## src/rtl/i2s_framer_pkg.sv

```systemverilog
package i2s_framer_pkg;
  // Timing strobes from control to datapath, all single-cycle.
  typedef struct packed {
    logic idle;       // block held idle this cycle
    logic rise;       // sck rises at this edge
    logic fall;       // sck falls at this edge
    logic lastBit;    // current bit is the final bit of its slot
    logic armed;      // current slot may deliver a received sample
    logic slotStart;  // falling edge that begins a new slot
    logic slotEnd;    // rising edge of the last bit of an armed slot
    logic curRight;   // current bit belongs to the right slot
  } strobe_t;
endpackage

```

## src/rtl/i2s_framer_ctrl.sv

```systemverilog
module i2s_framer_ctrl
  import i2s_framer_pkg::*;
#(
  parameter int IDX_W = 5,
  parameter int DIV_W = 16
) (
  input  logic             clk,
  input  logic             rstN,
  input  logic             chanReset,
  input  logic             clkEnable,
  input  logic             rxEnable,
  input  logic [IDX_W-1:0] cfgWordLen,
  input  logic [DIV_W-1:0] cfgDivisor,
  output logic             sck,
  output logic             wsRight,
  output logic [IDX_W-1:0] curIdx,
  output logic [IDX_W-1:0] nextIdx,
  output strobe_t          strobes
);
  logic             idle;
  logic             tick;
  logic             lastBit;
  logic [DIV_W-1:0] divCnt;
  logic [IDX_W-1:0] bitIdx;
  logic             slotRight;
  logic             rxArmed;

  assign idle    = chanReset | ~clkEnable;
  assign tick    = rstN & ~idle & (divCnt >= cfgDivisor);
  assign lastBit = bitIdx >= cfgWordLen;

  // Idle parks the bit counter on the last bit of a right slot,
  // so the first falling edge opens a left slot.
  always_ff @(posedge clk) begin
    if (!rstN || idle) begin
      divCnt    <= '0;
      sck       <= 1'b0;
      bitIdx    <= cfgWordLen;
      slotRight <= 1'b1;
      rxArmed   <= 1'b0;
    end else begin
      divCnt <= tick ? '0 : divCnt + 1'b1;
      if (tick) sck <= ~sck;
      if (tick && sck) begin
        if (lastBit) begin
          bitIdx    <= '0;
          slotRight <= ~slotRight;
          rxArmed   <= rxEnable;
        end else begin
          bitIdx <= bitIdx + 1'b1;
        end
      end
    end
  end

  assign curIdx  = bitIdx;
  assign nextIdx = lastBit ? '0 : bitIdx + 1'b1;
  // Word select announces the channel of the following bit.
  assign wsRight = lastBit ? ~slotRight : slotRight;

  always_comb begin
    strobes           = '0;
    strobes.idle      = idle | ~rstN;
    strobes.rise      = tick & ~sck;
    strobes.fall      = tick & sck;
    strobes.lastBit   = lastBit;
    strobes.armed     = rxArmed;
    strobes.slotStart = tick & sck & lastBit;
    strobes.slotEnd   = tick & ~sck & lastBit & rxArmed;
    strobes.curRight  = slotRight;
  end
endmodule

```

## src/rtl/i2s_framer_dp.sv

```systemverilog
module i2s_framer_dp
  import i2s_framer_pkg::*;
#(
  parameter int SAMPLE_W = 32,
  parameter int IDX_W    = 5
) (
  input  logic                clk,
  input  logic                rstN,
  input  strobe_t             strobes,
  input  logic [IDX_W-1:0]    curIdx,
  input  logic [IDX_W-1:0]    nextIdx,
  input  logic [IDX_W-1:0]    cfgWordLen,
  input  logic [IDX_W-1:0]    cfgSampleLen,
  input  logic                cfgJustifyLsb,
  input  logic                cfgLsbFirst,
  input  logic                txEnable,
  input  logic                rxEnable,
  input  logic [SAMPLE_W-1:0] txData,
  input  logic                txValid,
  output logic                txReady,
  output logic                txUnderrun,
  output logic                sdOut,
  input  logic                sdIn,
  output logic [SAMPLE_W-1:0] rxData,
  output logic                rxValid,
  output logic                rxRight,
  input  logic                rxReady
);
  logic [IDX_W-1:0]    sampLast;
  logic [IDX_W:0]      sampStart;
  logic [SAMPLE_W-1:0] txHold;
  logic [SAMPLE_W-1:0] txWord;
  logic [SAMPLE_W-1:0] txFresh;
  logic [IDX_W:0]      txMap;
  logic [IDX_W:0]      rxMap;
  logic                txBit;
  logic [SAMPLE_W-1:0] rxAcc;
  logic [SAMPLE_W-1:0] rxNext;

  assign sampLast  = (cfgSampleLen > cfgWordLen) ? cfgWordLen : cfgSampleLen;
  assign sampStart = cfgJustifyLsb ? ({1'b0, cfgWordLen} - {1'b0, sampLast}) : '0;

  // Maps a slot position to {inSample, sampleBitIndex}.
  function automatic logic [IDX_W:0] mapPos(input logic [IDX_W-1:0] pos);
    logic [IDX_W:0]   k;
    logic [IDX_W-1:0] sel;
    k = {1'b0, pos} - sampStart;
    if (({1'b0, pos} >= sampStart) && (k <= {1'b0, sampLast})) begin
      sel = cfgLsbFirst ? k[IDX_W-1:0] : (sampLast - k[IDX_W-1:0]);
      return {1'b1, sel};
    end
    return '0;
  endfunction

  // Transmit side
  assign txReady    = strobes.slotStart & txEnable;
  assign txUnderrun = txReady & ~txValid;
  assign txFresh    = (txEnable && txValid) ? txData : '0;
  assign txWord     = strobes.slotStart ? txFresh : txHold;
  assign txMap      = mapPos(nextIdx);
  assign txBit      = txEnable & txMap[IDX_W] & txWord[txMap[IDX_W-1:0]];

  always_ff @(posedge clk) begin
    if (!rstN || strobes.idle) begin
      txHold <= '0;
      sdOut  <= 1'b0;
    end else if (strobes.fall) begin
      if (strobes.slotStart) txHold <= txFresh;
      sdOut <= txBit;
    end
  end

  // Receive side
  assign rxMap = mapPos(curIdx);
  always_comb begin
    rxNext = rxAcc;
    if (rxMap[IDX_W]) rxNext[rxMap[IDX_W-1:0]] = sdIn;
  end

  always_ff @(posedge clk) begin
    if (!rstN || strobes.idle) begin
      rxAcc   <= '0;
      rxData  <= '0;
      rxValid <= 1'b0;
      rxRight <= 1'b0;
    end else begin
      if (rxValid && rxReady) rxValid <= 1'b0;
      if (strobes.rise && strobes.armed && rxEnable) begin
        if (strobes.lastBit) begin
          rxAcc <= '0;
          if (strobes.slotEnd) begin
            rxData  <= rxNext;
            rxValid <= 1'b1;
            rxRight <= strobes.curRight;
          end
        end else begin
          rxAcc <= rxNext;
        end
      end else if (strobes.rise && strobes.lastBit) begin
        rxAcc <= '0;
      end
    end
  end

  p_tx_off_zero_r10: assert property (@(posedge clk) disable iff (!rstN)
    ($past(strobes.fall) && !$past(txEnable)) |-> !sdOut);

  p_rx_hold_r11: assert property (@(posedge clk) disable iff (!rstN)
    (rxValid && !rxReady && !strobes.idle && !strobes.slotEnd) |=> rxValid);
endmodule

```

## src/rtl/i2s_framer.sv

```systemverilog
module i2s_framer
  import i2s_framer_pkg::*;
#(
  parameter int SAMPLE_W = 32,
  parameter int DIV_W    = 16,
  localparam int IDX_W   = $clog2(SAMPLE_W)
) (
  input  logic                clk,
  input  logic                rstN,
  input  logic                chanReset,
  input  logic                clkEnable,
  input  logic                txEnable,
  input  logic                rxEnable,
  input  logic [IDX_W-1:0]    cfgWordLen,
  input  logic [IDX_W-1:0]    cfgSampleLen,
  input  logic                cfgJustifyLsb,
  input  logic                cfgLsbFirst,
  input  logic                cfgWsLeftHigh,
  input  logic [DIV_W-1:0]    cfgDivisor,
  input  logic [SAMPLE_W-1:0] txData,
  input  logic                txValid,
  output logic                txReady,
  output logic                txUnderrun,
  output logic [SAMPLE_W-1:0] rxData,
  output logic                rxValid,
  output logic                rxRight,
  input  logic                rxReady,
  output logic                sck,
  output logic                ws,
  output logic                sdOut,
  input  logic                sdIn
);
  strobe_t          strobes;
  logic [IDX_W-1:0] curIdx;
  logic [IDX_W-1:0] nextIdx;
  logic             wsRight;

  i2s_framer_ctrl #(.IDX_W(IDX_W), .DIV_W(DIV_W)) u_ctrl (
    .clk(clk), .rstN(rstN), .chanReset(chanReset), .clkEnable(clkEnable),
    .rxEnable(rxEnable), .cfgWordLen(cfgWordLen), .cfgDivisor(cfgDivisor),
    .sck(sck), .wsRight(wsRight), .curIdx(curIdx), .nextIdx(nextIdx),
    .strobes(strobes)
  );

  i2s_framer_dp #(.SAMPLE_W(SAMPLE_W), .IDX_W(IDX_W)) u_dp (
    .clk(clk), .rstN(rstN), .strobes(strobes), .curIdx(curIdx), .nextIdx(nextIdx),
    .cfgWordLen(cfgWordLen), .cfgSampleLen(cfgSampleLen),
    .cfgJustifyLsb(cfgJustifyLsb), .cfgLsbFirst(cfgLsbFirst),
    .txEnable(txEnable), .rxEnable(rxEnable), .txData(txData), .txValid(txValid),
    .txReady(txReady), .txUnderrun(txUnderrun), .sdOut(sdOut), .sdIn(sdIn),
    .rxData(rxData), .rxValid(rxValid), .rxRight(rxRight), .rxReady(rxReady)
  );

  assign ws = wsRight ^ cfgWsLeftHigh;

  p_sck_gated_r2: assert property (@(posedge clk) disable iff (!rstN)
    !clkEnable |=> !sck);

  p_ws_on_fall_r3: assert property (@(posedge clk) disable iff (!rstN)
    (!$stable(ws) && $stable(cfgWsLeftHigh) && $stable(cfgWordLen)
     && !$past(chanReset) && $past(clkEnable)) |-> $fell(sck));

  p_sd_on_fall_r4: assert property (@(posedge clk) disable iff (!rstN)
    !$stable(sdOut) |-> ($fell(sck) || $past(chanReset) || !$past(clkEnable)));

  p_ready_on_fall_r8: assert property (@(posedge clk) disable iff (!rstN)
    txReady |=> $fell(sck));

  p_underrun_zero_r9: assert property (@(posedge clk) disable iff (!rstN)
    txUnderrun |=> !sdOut);

  p_rx_on_rise_r11: assert property (@(posedge clk) disable iff (!rstN)
    $rose(rxValid) |-> $rose(sck));

  p_rx_enabled_r12: assert property (@(posedge clk) disable iff (!rstN)
    $rose(rxValid) |-> $past(rxEnable));
endmodule

```

## config.mk

```make
export PLATFORM = sky130hd
export DESIGN_NAME = i2s_framer
export DESIGN_NICKNAME = d
export VERILOG_FILES = /design/src/rtl/i2s_framer_pkg.sv /design/src/rtl/i2s_framer_ctrl.sv /design/src/rtl/i2s_framer_dp.sv /design/src/rtl/i2s_framer.sv
export SDC_FILE = /design/constraint.sdc
export NUM_CORES = 1
export LEC_CHECK = 0
export ABC_AREA = 1
export CAP_MARGIN = 20
export CORE_UTILIZATION = 55
export DETAILED_ROUTE_END_ITERATION = 8
export PLACE_DENSITY = 0.88
export SETUP_SLACK_MARGIN = 0.4
export SYNTH_ARGS = -nofsm -noshare
export SYNTH_HDL_FRONTEND = slang
export SYNTH_SLANG_ARGS = --single-unit
export TNS_END_PERCENT = 10
```

## constraint.sdc

```tcl
create_clock -name clk -period 11.22 [get_ports clk]
set_input_delay 2.244 -clock clk [delete_from_list [all_inputs] [get_ports clk]]
set_output_delay 2.244 -clock clk [all_outputs]
set_load 0.01 [all_outputs]
```

# Word-level counts from Yosys, hierarchy flattened
# Index checks and enable logic that the tools add are counted.
dict set report totals {
  latchBits 0
  regBits 123
  n_memories 0
  out_inout_bits 39
  mem_bits_ro 0
  ramBits 0
  wordCells 94
}
dict set report op_classes {
  n_bitwise 20
  reduce_logical 17
  n_lt_le_gt_ge 10
  mul 0
  n_eq_ne 0
  mux 29
  div_mod_pow 0
  n_shift 0
  addsub 7
}
# op n
set op_table {}
lappend op_table {{two-way mux 32 bit} 6}
lappend op_table {{bitwise mux 32 bit} 1}
lappend op_table {{two-way mux 5 bit} 6}
lappend op_table {{two-way mux 6 bit} 5}
lappend op_table {{adder 16 x 1 -> 16 bit (second input constant)} 1}
lappend op_table {{>= comparator 16 bit} 1}
lappend op_table {{>= comparator 5 x 6 -> 1 bit} 2}
lappend op_table {{<= comparator 6 x 5 -> 1 bit} 2}
lappend op_table {{less-than comparator 5 x 6 -> 1 bit (second input constant)} 2}
lappend op_table {{subtractor 5 x 6 -> 6 bit} 2}
lappend op_table {{bitwise AND 1 bit} 11}
lappend op_table {{subtractor 5 bit} 2}
lappend op_table {{logical AND 1 bit} 9}
lappend op_table {{two-way mux 1 bit} 9}
lappend op_table {{NOT 1 bit} 6}
lappend op_table {{subtractor 5 x 5 -> 6 bit} 1}
lappend op_table {{adder 5 x 1 -> 5 bit (second input constant)} 1}
lappend op_table {{binary-select mux 1 bit (select 5 bit)} 1}
lappend op_table {{demux 1 bit (select 5 bit)} 1}
lappend op_table {{>= comparator 5 x 1 -> 1 bit (second input constant)} 1}
lappend op_table {{>= comparator 5 bit} 1}
lappend op_table {{> comparator 5 bit} 1}
lappend op_table {{nonzero test 2 bit} 2}
lappend op_table {{AND reduction 3 bit} 1}
lappend op_table {{other kinds (6)} 8}

# Depth between registers and ports, before layout
# Gate-level depths: netlist of the first run.
dict set report logic_depth {
  ltp_word 17
  mapped_depth 36
}

# Modules after synthesis
# From an unflattened synthesis of the first run, not the netlist that was laid out.
dict set report unflattened {
  cells_unflattened 1235
  area_unflattened_um2 8395.6
}
# mod cells_each n_inst area_per_inst_um2 seq_area_each_um2
set modules_own_cells {}
lappend modules_own_cells {i2s_framer_dp 991 1 6595.1 1981.9}
lappend modules_own_cells {i2s_framer_ctrl 239 1 1781.7 530.5}
lappend modules_own_cells {i2s_framer 5 1 18.8 0.0}

# Worst setup path after synthesis of the first run
# Ideal clock, no wire load.
dict set report synth_timing {
  path_type {input to register}
  startpoint {input port cfgWordLen[1]}
  endpoint {register u_dp.sdOut}
  slack_ns 3.940
  arrival_time_ns 7.167
  required_time_ns 11.107
  setup_ns 0.113
  path_buffers 1
  path_stages 33
  path_cell_list {inv_1 -> ha_1 -> nand2_1 -> nor2_1 -> nand2_1 -> o211ai_1 -> nand2_1 -> o21ai_0 -> fa_1 -> or2_2 -> ha_1 -> nand3_1 -> nand2_1 -> xor2_1 -> inv_1 -> ha_1 -> a21oi_1 -> o21ai_1 -> nand2_1 -> nand2_1 -> o21ai_1 -> nand4_4 -> inv_2 -> buf_4 -> nand3_1 -> nand2_1 -> nand2_1 -> nand3_1 -> nand3_1 -> nand2_1 -> nand2_1 -> nand3_1 -> nand2_1}
}
dict set report synth_between {
  elab_chain_len 12
}
# element line
set synth_rtl {}
lappend synth_rtl {{start, declared} i2s_framer.sv:14} ;# input logic [IDX_W-1:0] cfgWordLen,
lappend synth_rtl {{> comparator 5 bit} i2s_framer_dp.sv:40} ;# assign sampLast = (cfgSampleLen > cfgWordLen) ? cfgWordLen : cfgSampleLen;
lappend synth_rtl {{two-way mux 5 bit} i2s_framer_dp.sv:40}
lappend synth_rtl {{subtractor 5 x 5 -> 6 bit} i2s_framer_dp.sv:41} ;# assign sampStart = cfgJustifyLsb ? ({1'b0, cfgWordLen} - {1'b0, sampLast}) : '0;
lappend synth_rtl {{two-way mux 6 bit} i2s_framer_dp.sv:41}
lappend synth_rtl {{subtractor 5 x 6 -> 6 bit} i2s_framer_dp.sv:47} ;# k = {1'b0, pos} - sampStart;
lappend synth_rtl {{subtractor 5 bit or <= comparator 6 x 5 -> 1 bit (tied branches)} {i2s_framer_dp.sv:49, i2s_framer_dp.sv:48}}
lappend synth_rtl {{two-way mux 5 bit or logical AND 1 bit (tied branches)} {i2s_framer_dp.sv:49, i2s_framer_dp.sv:48}}
lappend synth_rtl {{two-way mux 6 bit or two-way mux 1 bit (tied branches)} i2s_framer_dp.sv:48} ;# if (({1'b0, pos} >= sampStart) && (k <= {1'b0, sampLast})) begin
lappend synth_rtl {{two-way mux 6 bit} i2s_framer_dp.sv:52} ;# return '0;
lappend synth_rtl {{binary-select mux 1 bit (select 5 bit)} i2s_framer_dp.sv:61} ;# assign txBit = txEnable & txMap[IDX_W] & txWord[txMap[IDX_W-1:0]];
lappend synth_rtl {{two-way mux 1 bit (implied by the code)} i2s_framer_dp.sv:61}
lappend synth_rtl {{bitwise AND 1 bit (*)} i2s_framer_dp.sv:61}
lappend synth_rtl {{end signal, assigned} i2s_framer_dp.sv:69} ;# sdOut <= txBit;
lappend synth_rtl {{end, declared} i2s_framer_dp.sv:22} ;# output logic sdOut,
# Every way passes the cells marked *; elsewhere a longest branch is shown, timed or not. The select of a mux whose other input is x is not followed.
# A chain may end at the register's enable or synchronous reset.

# Final worst setup path of the first run
dict set report layout_timing {
  startpoint {input port cfgWordLen[4]}
  endpoint {register u_dp.sdOut}
}
# Same word-level chain as after synthesis.

==> metrics.md, run 1 <==
| Metric | Value |
|---|---|
| # DRC | 0 |
| Critical path's largest stage delay | approximately 0.50 ns |
| CP most frequent cell | nand2_1 |
| Synth area leader | dfxtp_1 |
| Post-synthesis register bit count | roughly 120 |
| Clock Path Buffers | 2 |
| I/O Pins | approximately 110 |
| Clk Latency, worst-skew pair | between 0.4 and 0.5 ns |
| Post-CTS Hold Fix Bufs | 0 |
| Core area | between 0.01 and 0.015 mm^2 |
| Crit path arrival time | ~8.4 ns |
| Antenna violations before repair | 0 |
| Most frequent cells in the layout | nand2_1, inv_1, dfxtp_1, clkdlybuf4s50_1, a21oi_1 |
| Die H | 124 um |
| Largest net degree at the start of global routing | 63 |
| Critical Path Sink Type | flip-flop |
| Share of cells above drive strength 1 | 0.0847 |
| Register area share after synthesis | 0.308 |
| RePlAce Congestion | approximately 0.94 |
| Detail Route Antenna Nets | 0 |
| DP HPWL | between 10000 and 15000 um |
| Total gr overflow | 0 |
| CTS root buf | clkbuf_16 |
| First-pass GRT wire length | 32000 um |
| Drt total wl | 19100 um |
| Syn Nets | roughly 1300 |
| Mapped cell area | 0.00816 mm^2 |
| # clock sinks | about 120 |
| Fill count | 1217 |
| WHS Path Cells | 1 |
| Fin util | 0.687 |
| Share of the synthesized area in the top cell type | 0.290 |
| CP max-delay cell | o21ai_0 |
| Vias in the first global route | 7295 |
| Htree depth | 4 |
| Synthesized instance count | 1183 |
| Mean Syn Cell Area | 6.89 um^2 |
| RSZ-0062 raised after global routing | false |
| Synth cell types | 52 |
| Leading post-synthesis cells by cell area | dfxtp_1, nand2_1, ha_1, inv_1, o211ai_1 |
| Max_slew headroom | 0.286 |
| Final Power | 1.55 mW |
| Endpoints failing hold | 0 |
| Period minus WS final | about 8.1 ns |
| Row count | 44 |
| Leading cell type in the layout, fill and taps excluded | nand2_1 |
| Routed WL per cell | ~13 um |
| Max cap viols | 0 |
| Post-CTS setup buffers | 0 |
| Final setup viols | 0 |
| Initial Utilization | 0.563 |
| Worst Tran Pin Value | roughly 1.1 ns |
| Total GRT Usage | 0.265 |
| Layout Nets | between 1000 and 1500 |
| Main synth FF type | dfxtp_1 |
| Reg2Reg Depth | 29 |
| Die width | ~120 um |
| Drt first pass iters | 5 |
| Num CTS Buffers | 17 |
| Critical Path Source Type | primary input |
| Initial DRC Count | between 500 and 600 |
| EDFF count, synth | 5 |
| Async set-reset flop share out of synthesis | 0 |
| Vias per cell | 5.35 |
| YS warnings | 0 |
| Status | finished clean |
| Period utilization | 0.718 |
| Crit Path Max Fanout | 17 |
| Clock Skew | approximately 0.0064 ns |
| Vias post-DR | ~7900 |
| Max Slew Vio Count | 0 |
| HP Class | reg -> reg |
| Pleak | between 4 and 5 nW |
| FMAX | 0.124 GHz |
| Area growth syn-to-layout | 21.9% |
| IO buf count | ~110 |
| Die footprint | 0.0153 mm^2 |
| Post-cts repair resize count | 0 |
| PD cells | 155 mW/mm^2 |
| Kind of critical path | in -> reg |
| CTS tree | yes |
| CP Data Required Time | around 12 ns |
| Final setup TNS | 0 ns |
| Maximum vdd ir drop | roughly 0.13 mV |
| N_diodes | 0 |
| Clock transition at path regs | around 0.050 ns |
[synth_stat cells, drive strengths merged (8+ instances only)]
cell	instances
buf	27
nor2	93
clkbuf	15
nand2	338
a21oi	78
o211ai	63
inv	180
xor2	15
o21ai	61
ha	61
nor3	8
nand4	10
dfxtp	118
nand3	75
[state kept, by name, indices dropped and copies added (netlist names)]
signal and count:
u_dp.sdOut 1, u_ctrl.slotRight 1, u_dp.txHold 32, u_dp.rxData 32, u_ctrl.divCnt 16, u_ctrl.rxArmed 1, u_ctrl.curIdx 5, u_dp.rxAcc 32
u_dp.rxValid 1, u_ctrl.sck 1, u_dp.rxRight 1
[cell type report]
| cell class | instances | area (um^2) | area share |
|---|---|---|---|
| Clock inverter | 10 | 136 | 0.0137 |
| Clock buffer | 22 | 494 | 0.0497 |
| Multi-Input combinational cell | 835 | 4750 | 0.478 |
| Sequential cell | 123 | 2510 | 0.253 |
| Timing Repair Buffer | 114 | 1120 | 0.113 |
| Tap cell | 184 | 230 | 0.0232 |
| Inverter | 183 | 694 | 0.0699 |
[path summary, 6_finish.rpt]
check / slack [ns] / to / from
worst min-delay path: 0.46 / u_ctrl.divCnt[0]$_SDFF_PP0_ / u_ctrl.divCnt[0]$_SDFF_PP0_
worst min register to register: 0.46 / u_ctrl.divCnt[0]$_SDFF_PP0_ / u_ctrl.divCnt[0]$_SDFF_PP0_
worst max-delay path: 3.16 / u_dp.sdOut$_SDFFE_PP0P_ / cfgWordLen[4]
worst max register to register: 5.95 / u_dp.sdOut$_SDFFE_PP0P_ / u_ctrl.curIdx[2]$_DFFE_PP_
[critical path, delay by kind of cell]
kind	cells	cell delay (ns)
xor+xnor	1	0.24
compound gates	5	1.08
fa+ha+maj	5	1.70
buf+inv	4	0.98
simple gates	19	2.11
[metrics by stage]
stage | cells | hold slack (ns) | worst slack [ns] | cell area [um^2]
final | 1471 | 0.461 | 3.16 | 9940
after global routing | 1471 | 0.486 | 2.56 | 9940
after CTS | 1470 | 0.463 | 3.03 | 9940
after detailed placement | 1438 | 0.451 | 2.61 | 9310
after global placement | 1438 | 0.447 | 2.83 | 9310
after floorplan | 1183 | 0.430 | 3.94 | 8160
[routing by layer]
layer	up-vias	part of all wire	track usage
met5	-	0	0
met4	0	0.019	0.100
met3	40	0.055	0.0568
met2	240	0.49	0.464
met1	3575	0.44	0.316
li1	4008	-	-
[kinds of logic (layout without fill, tap and decap cells)]
logic type                 after synthesis  after routing  synth area share
xor gates and xnor gates                19             19            0.0204
adders and majority gates               66             66             0.106
buffers and inverters                  225            329             0.111
and+or+nand+nor                        536            536             0.295
AOI/OAI and AO/OA                      214            214             0.160
DFF                                    123            123             0.308
[power breakdown]
part           total [mW]  internal [mW]  switching, mW
logic               0.524          0.190          0.334
registers           0.445          0.442        0.00296
clock network       0.576          0.378          0.198
total                1.55           1.01          0.535
No activity file was read; power rests on OpenSTA's default activity.
==> run 2, diff against run 1 <==
clock period = 7.6 ns   (was 11.22 ns; I/O delays follow)
==> metrics.md, run 2 (same netlist as run 1, synthesis figures left out) <==
| Metric | Value |
|---|---|
| Reg2Reg Depth | 28 |
| PD cells | about 220 mW/mm^2 |
| # clock sinks | 123 |
| Vias per cell | approximately 5.3 |
| Kind of critical path | in -> reg |
| CP most frequent cell | nand2_1 |
| Detail Route Antenna Nets | 0 |
| Final instance area | 0.00998 mm^2 |
| Flop-to-flop setup slack | approximately 2.6 ns |
| RSZ-0062 raised after global routing | false |
| Final Power | between 2 and 2.5 mW |
| Global routing's busiest layer | met2 |
| DP HPWL | around 14000 um |
| Die width | ~120 um |
| Worst Tran Pin Value | roughly 1.1 ns |
| Top Registers | u_dp.rxAcc x32, u_dp.rxData x32, u_dp.txHold x32 |
| Vias in the first global route | between 7000 and 8000 |
| Max Slew Vio Count | 0 |
| CP Data Required Time | roughly 8.0 ns |
| Clk Latency, worst-skew pair | about 0.42 ns |
| Crit path arrival time | between 7 and 8 ns |
| Critical path's largest stage delay | approximately 0.49 ns |
| Total gr overflow | 0 |
| RePlAce Congestion | just under 1 |
| # DRC | 0 |
| CP Depth | 33 |
| Pleak | 4.42 nW |
| Clock Skew | roughly 0.0052 ns |
| Initial DRC Count | between 400 and 500 |
| Worst slack at placement | ~0.27 ns |
| Core area | around 0.014 mm^2 |
| Largest net degree at the start of global routing | 57 |
| First-pass GRT wire length | about 33000 um |
| Leading cell type in the layout, fill and taps excluded | nand2_1 |
| Max_slew headroom | 0.288 |
| Num CTS Buffers | 17 |
| I/O Pins | approximately 110 |
| HP Class | reg -> reg |
| Status | finished clean |
| Die footprint | between 0.015 and 0.02 mm^2 |
| Met1 GRT Util | 0.314 |
| IO buf count | ~110 |
| Die H | roughly 120 um |
| Row count | 44 |
| Critical Path Source Type | primary input |
| CTS root buf | clkbuf_16 |
| Clock transition at path regs | 0.05 ns |
| CTS tree | yes |
| Routed WL per cell | 13.2 um |
| Final setup viols | 0 |
| Share of cells above drive strength 1 | 0.0954 |
| Initial Utilization | 0.563 |
| Drt total wl | 19500 um |
| Post-CTS setup buffers | 0 |
| WHS Path Cells | 2 |
| CP max-delay cell | clkdlybuf4s50_1 |
| CP delay by family, top | adder cells |
| Placed standard-cell area | about 0.0094 mm^2 |
| Total GRT Usage | 0.271 |
| Max cap viols | 0 |
| Crit Path Max Fanout | 8 |
| Htree depth | 4 |
| Period utilization | 0.894 |
| Clock Path Buffers | 2 |
| Worst Path Buf+Inv | 6 |
| GR Util met2 | 0.476 |
| Antenna violations before repair | 0 |
| Vias post-DR | between 7000 and 8000 |
| Drt first pass iters | 7 |
| N_diodes | 0 |
| Maximum vdd ir drop | around 0.15 mV |
| Layout Nets | roughly 1400 |
| Critical Path Sink Type | flip-flop |
| FMAX | 0.147 GHz |
| Most frequent cells in the layout | nand2_1, inv_1, dfxtp_1, clkdlybuf4s50_1, a21oi_1 |
| Period minus WS final | slightly below 7 ns |
| Endpoints failing hold | 0 |
| Area growth syn-to-layout | 22.4% |
| M3 GR Usage | 0.0600 |
| Final setup TNS | 0 ns |
| Final Worst Setup Slack | between 0.8 and 0.9 ns |
[run 2: cell types whose count changed in the layout (fill, tap and decap cells not counted), sizes merged]
cell and change:
clkbuf -3, bufinv -2, clkinv +2, clkinvlp +2, buf +14
[run 2: worst paths after layout]
path / startpoint / end
setup reg to reg: u_ctrl.curIdx[2]$_DFFE_PP_ / u_dp.sdOut$_SDFFE_PP0P_
setup / recovery: cfgWordLen[2] / u_dp.rxData[23]$_SDFFE_PP0P_
hold reg to reg: u_dp.rxAcc[17]$_SDFFE_PP0P_ / u_dp.rxAcc[17]$_SDFFE_PP0P_
hold / removal: u_dp.rxAcc[17]$_SDFFE_PP0P_ / u_dp.rxAcc[17]$_SDFFE_PP0P_
[run 2: stage by stage]
stage	hold WS, ns	utilization	instances
global route	0.483	0.689	1484
floorplan	0.430	-	1183
detailed placement	0.452	0.651	1453
CTS	0.464	0.688	1484
finish	0.463	0.689	1484
global placement	0.445	0.651	1453
[run 2: tightest hold or removal path: cells and delay by family (launching register included)]
kind	cells	cell delay (ns)
AOI/OAI and AO/OA	1	0.05
DFF	1	0.30
and+or+nand+nor	1	0.06
[run 2: repair_timing]
item / in CTS / in global routing
hold buffers: 0 / 0
hold endpoints to repair: 0 / 0
setup endpoints to repair: 0 / 64
resized for setup: 0 / 5
[run 2: routing by layer]
layer  wire length, um  part of all wire
met4               560             0.029
met3              1070             0.055
met2              9550              0.49
met5                 0                 0
met1              8350              0.43
[run 2: final cells by class]
| type | instances | area (um^2) |
|---|---|---|
| clock buffer | 19 | 443 |
| clock inverter | 12 | 100 |
| fill | 1190 | 4500 |
| inverter | 183 | 694 |
| multi-input combinational | 835 | 4780 |
| sequential | 123 | 2510 |
| tap | 184 | 230 |
| timing repair buffer | 128 | 1230 |
[run 2: power breakdown]
part           switching [mW]  total, mW  leakage (nW)  internal, mW
logic                   0.504      0.815          3.15         0.311
registers             0.00456      0.657          1.00         0.653
clock network           0.296      0.749         0.265         0.453
==> run 3, diff against run 2 <==
DONT_BUFFER_PORTS = 1   (was not set)
PLACE_DENSITY = 0.78   (was 0.88)
==> metrics.md, run 3 (same netlist as run 1, synthesis figures left out) <==
| Metric | Value |
|---|---|
| Worst Path Buf+Inv | 3 |
| Final setup TNS | 0 ns |
| Vias in the first global route | 6475 |
| Core area | roughly 0.014 mm^2 |
| Most frequent cells in the layout | nand2_1, inv_1, dfxtp_1, a21oi_1, nor2_1 |
| Num CTS Buffers | 17 |
| Total gr overflow | 0 |
| CP Data Required Time | roughly 8.0 ns |
| Clk Latency, worst-skew pair | ~0.42 ns |
| CTS root buf | clkbuf_16 |
| First-pass GRT wire length | 30400 um |
| Vias post-DR | between 7000 and 8000 |
| Kind of critical path | in -> reg |
| Crit Path Max Fanout | 9 |
| Antenna violations before repair | 0 |
| Largest net degree at the start of global routing | 67 |
| I/O Pins | ~110 |
| Post-CTS Hold Fix Bufs | 0 |
| Die H | about 120 um |
| FMAX | about 0.15 GHz |
| Period utilization | 0.869 |
| CP max-delay cell | fa_1 |
| Layout Cells excl Fill | between 1000 and 1500 |
| Initial DRC Count | between 400 and 500 |
| Post-CTS setup buffers | 0 |
| Routed WL per cell | 13.4 um |
| Row count | 44 |
| Final setup viols | 0 |
| Final Worst Setup Slack | 0.994 ns |
| N_diodes | 0 |
| Area growth syn-to-layout | 9.56% |
| Sw frac | 0.338 |
| Clock Power Share | 0.396 |
| Vias per cell | 5.35 |
| P_int | about 1.5 mW |
| Clock Path Buffers | 2 |
| Period minus WS final | about 6.6 ns |
| Crit path arrival time | approximately 7 ns |
| Die footprint | between 0.015 and 0.02 mm^2 |
| Maximum vdd ir drop | approximately 0.19 mV |
| Worst Tran Pin Value | around 0.94 ns |
| Clock Skew | around 0.011 ns |
| Share of power burned in registers | 0.285 |
| Worst slack at placement | just over 0.5 ns |
| Critical Path Sink Type | flip-flop |
| DP HPWL | between 10000 and 15000 um |
| Share of cells above drive strength 1 | 0.0931 |
| Clock transition at path regs | approximately 0.060 ns |
| # DRC | 0 |
| IO buf count | 0 |
| Status | finished clean |
| Sw power | 0.778 mW |
| PD cells | 258 mW/mm^2 |
| CP delay by family, top | simple AND/OR/NAND/NOR gates |
| Endpoints failing hold | 0 |
| Min Hold Slack | about 0.46 ns |
| Total GRT Usage | 0.253 |
| DP Cell Count | around 1300 |
| HP Class | reg -> reg |
| RSZ-0062 raised after global routing | false |
| Pleak | about 4.0 nW |
| Max Slew Vio Count | 0 |
| Drt first pass iters | 5 |
| CTS tree | yes |
| Drt total wl | 18300 um |
| Critical path's largest stage delay | between 0.4 and 0.5 ns |
| Initial Utilization | 0.563 |
| Critical Path Source Type | primary input |
| RePlAce Congestion | roughly 0.96 |
| Combinational power share | 0.319 |
| Top Registers | u_dp.rxAcc x32, u_dp.rxData x32, u_dp.txHold x32 |
| Die width | 124 um |
| # clock sinks | between 100 and 150 |
| Layout Nets | between 1000 and 1500 |
| Max cap viols | 0 |
| CP most frequent cell | nand2_1 |
| Htree depth | 4 |
| Leading cell type in the layout, fill and taps excluded | nand2_1 |
| Max_slew headroom | 0.370 |
| Detail Route Antenna Nets | 0 |
## run 3: cell count changes in the layout (fill, tap and decap cells not counted), sizes merged, moves of 3 or more
cell / change
bufinv: +4
buf: -11
clkdlybuf4s50: -107
clkinv: -6
clkinvlp: -3
clkbuf: +3
## run 3: layer usage
metal / vias to the layer above / share of wire / routed length [um] / GRT usage
li1: 3818 / - / - / -
met1: 3297 / 0.48 / 8720 / 0.326
met2: 172 / 0.46 / 8520 / 0.414
met3: 19 / 0.046 / 843 / 0.0545
met4: 0 / 0.013 / 244 / 0.0896
met5: - / 0 / 0 / 0
## run 3: power groups by stage
stage / registers (mW) / clock network, mW / logic, mW
2_1_floorplan: 0.669 / 0 / 0.589
3_3_place_gp: 0.671 / 0 / 0.716
3_5_place_dp: 0.671 / 0 / 0.725
4_1_cts: 0.657 / 0.925 / 0.731
5_1_grt: 0.657 / 0.959 / 0.834
6_report: 0.657 / 0.913 / 0.735
## run 3: worst reg2reg max path, delay by kind of cell (launching register included)
kind | cells | cell delay (ns)
XOR/XNOR | 1 | 0.30
AND/OR/NAND/NOR | 13 | 1.45
buffers and inverters | 3 | 0.60
adder cells (fa/ha/maj) | 3 | 1.06
AO/OA/AOI/OAI | 8 | 1.26
flip-flops | 1 | 0.49
## run 3: metrics by stage
stage               instance area (um^2)   util  total power [mW]
floorplan                           8160      -              1.26
finish                              8940  0.617              2.30
detailed placement                  8270  0.571              1.40
global placement                    8270  0.571              1.39
global route                        8940  0.617              2.45
CTS                                 8940  0.617              2.31
## run 3: path summary, 6_finish.rpt
path	from	to	slack [ns]	depth (start not counted)
worst min-delay path	u_dp.rxAcc[2]$_SDFFE_PP0P_	u_dp.rxAcc[2]$_SDFFE_PP0P_	0.46	2
worst max-delay path	cfgWordLen[1]	u_dp.sdOut$_SDFFE_PP0P_	0.99	32
worst min register to register	u_dp.rxAcc[2]$_SDFFE_PP0P_	u_dp.rxAcc[2]$_SDFFE_PP0P_	0.46	2
worst max register to register	u_ctrl.curIdx[2]$_DFFE_PP_	u_dp.sdOut$_SDFFE_PP0P_	2.37	28
## run 3: layout make-up
| cell class | instances | area, um^2 |
|---|---|---|
| clock buffers | 23 | 488 |
| clock inverters | 9 | 181 |
| fillers | 1337 | 5540 |
| inverters | 183 | 694 |
| multi-input cells | 835 | 4760 |
| flip-flops and latches | 123 | 2510 |
| well taps | 184 | 230 |
| repair buffers | 9 | 67.6 |
## run 3: what timing repair did
item                                   4_1_cts  5_1_grt
endpoints found under the hold margin        0        0
resized for setup                            0        1
setup endpoints to repair                    0        1
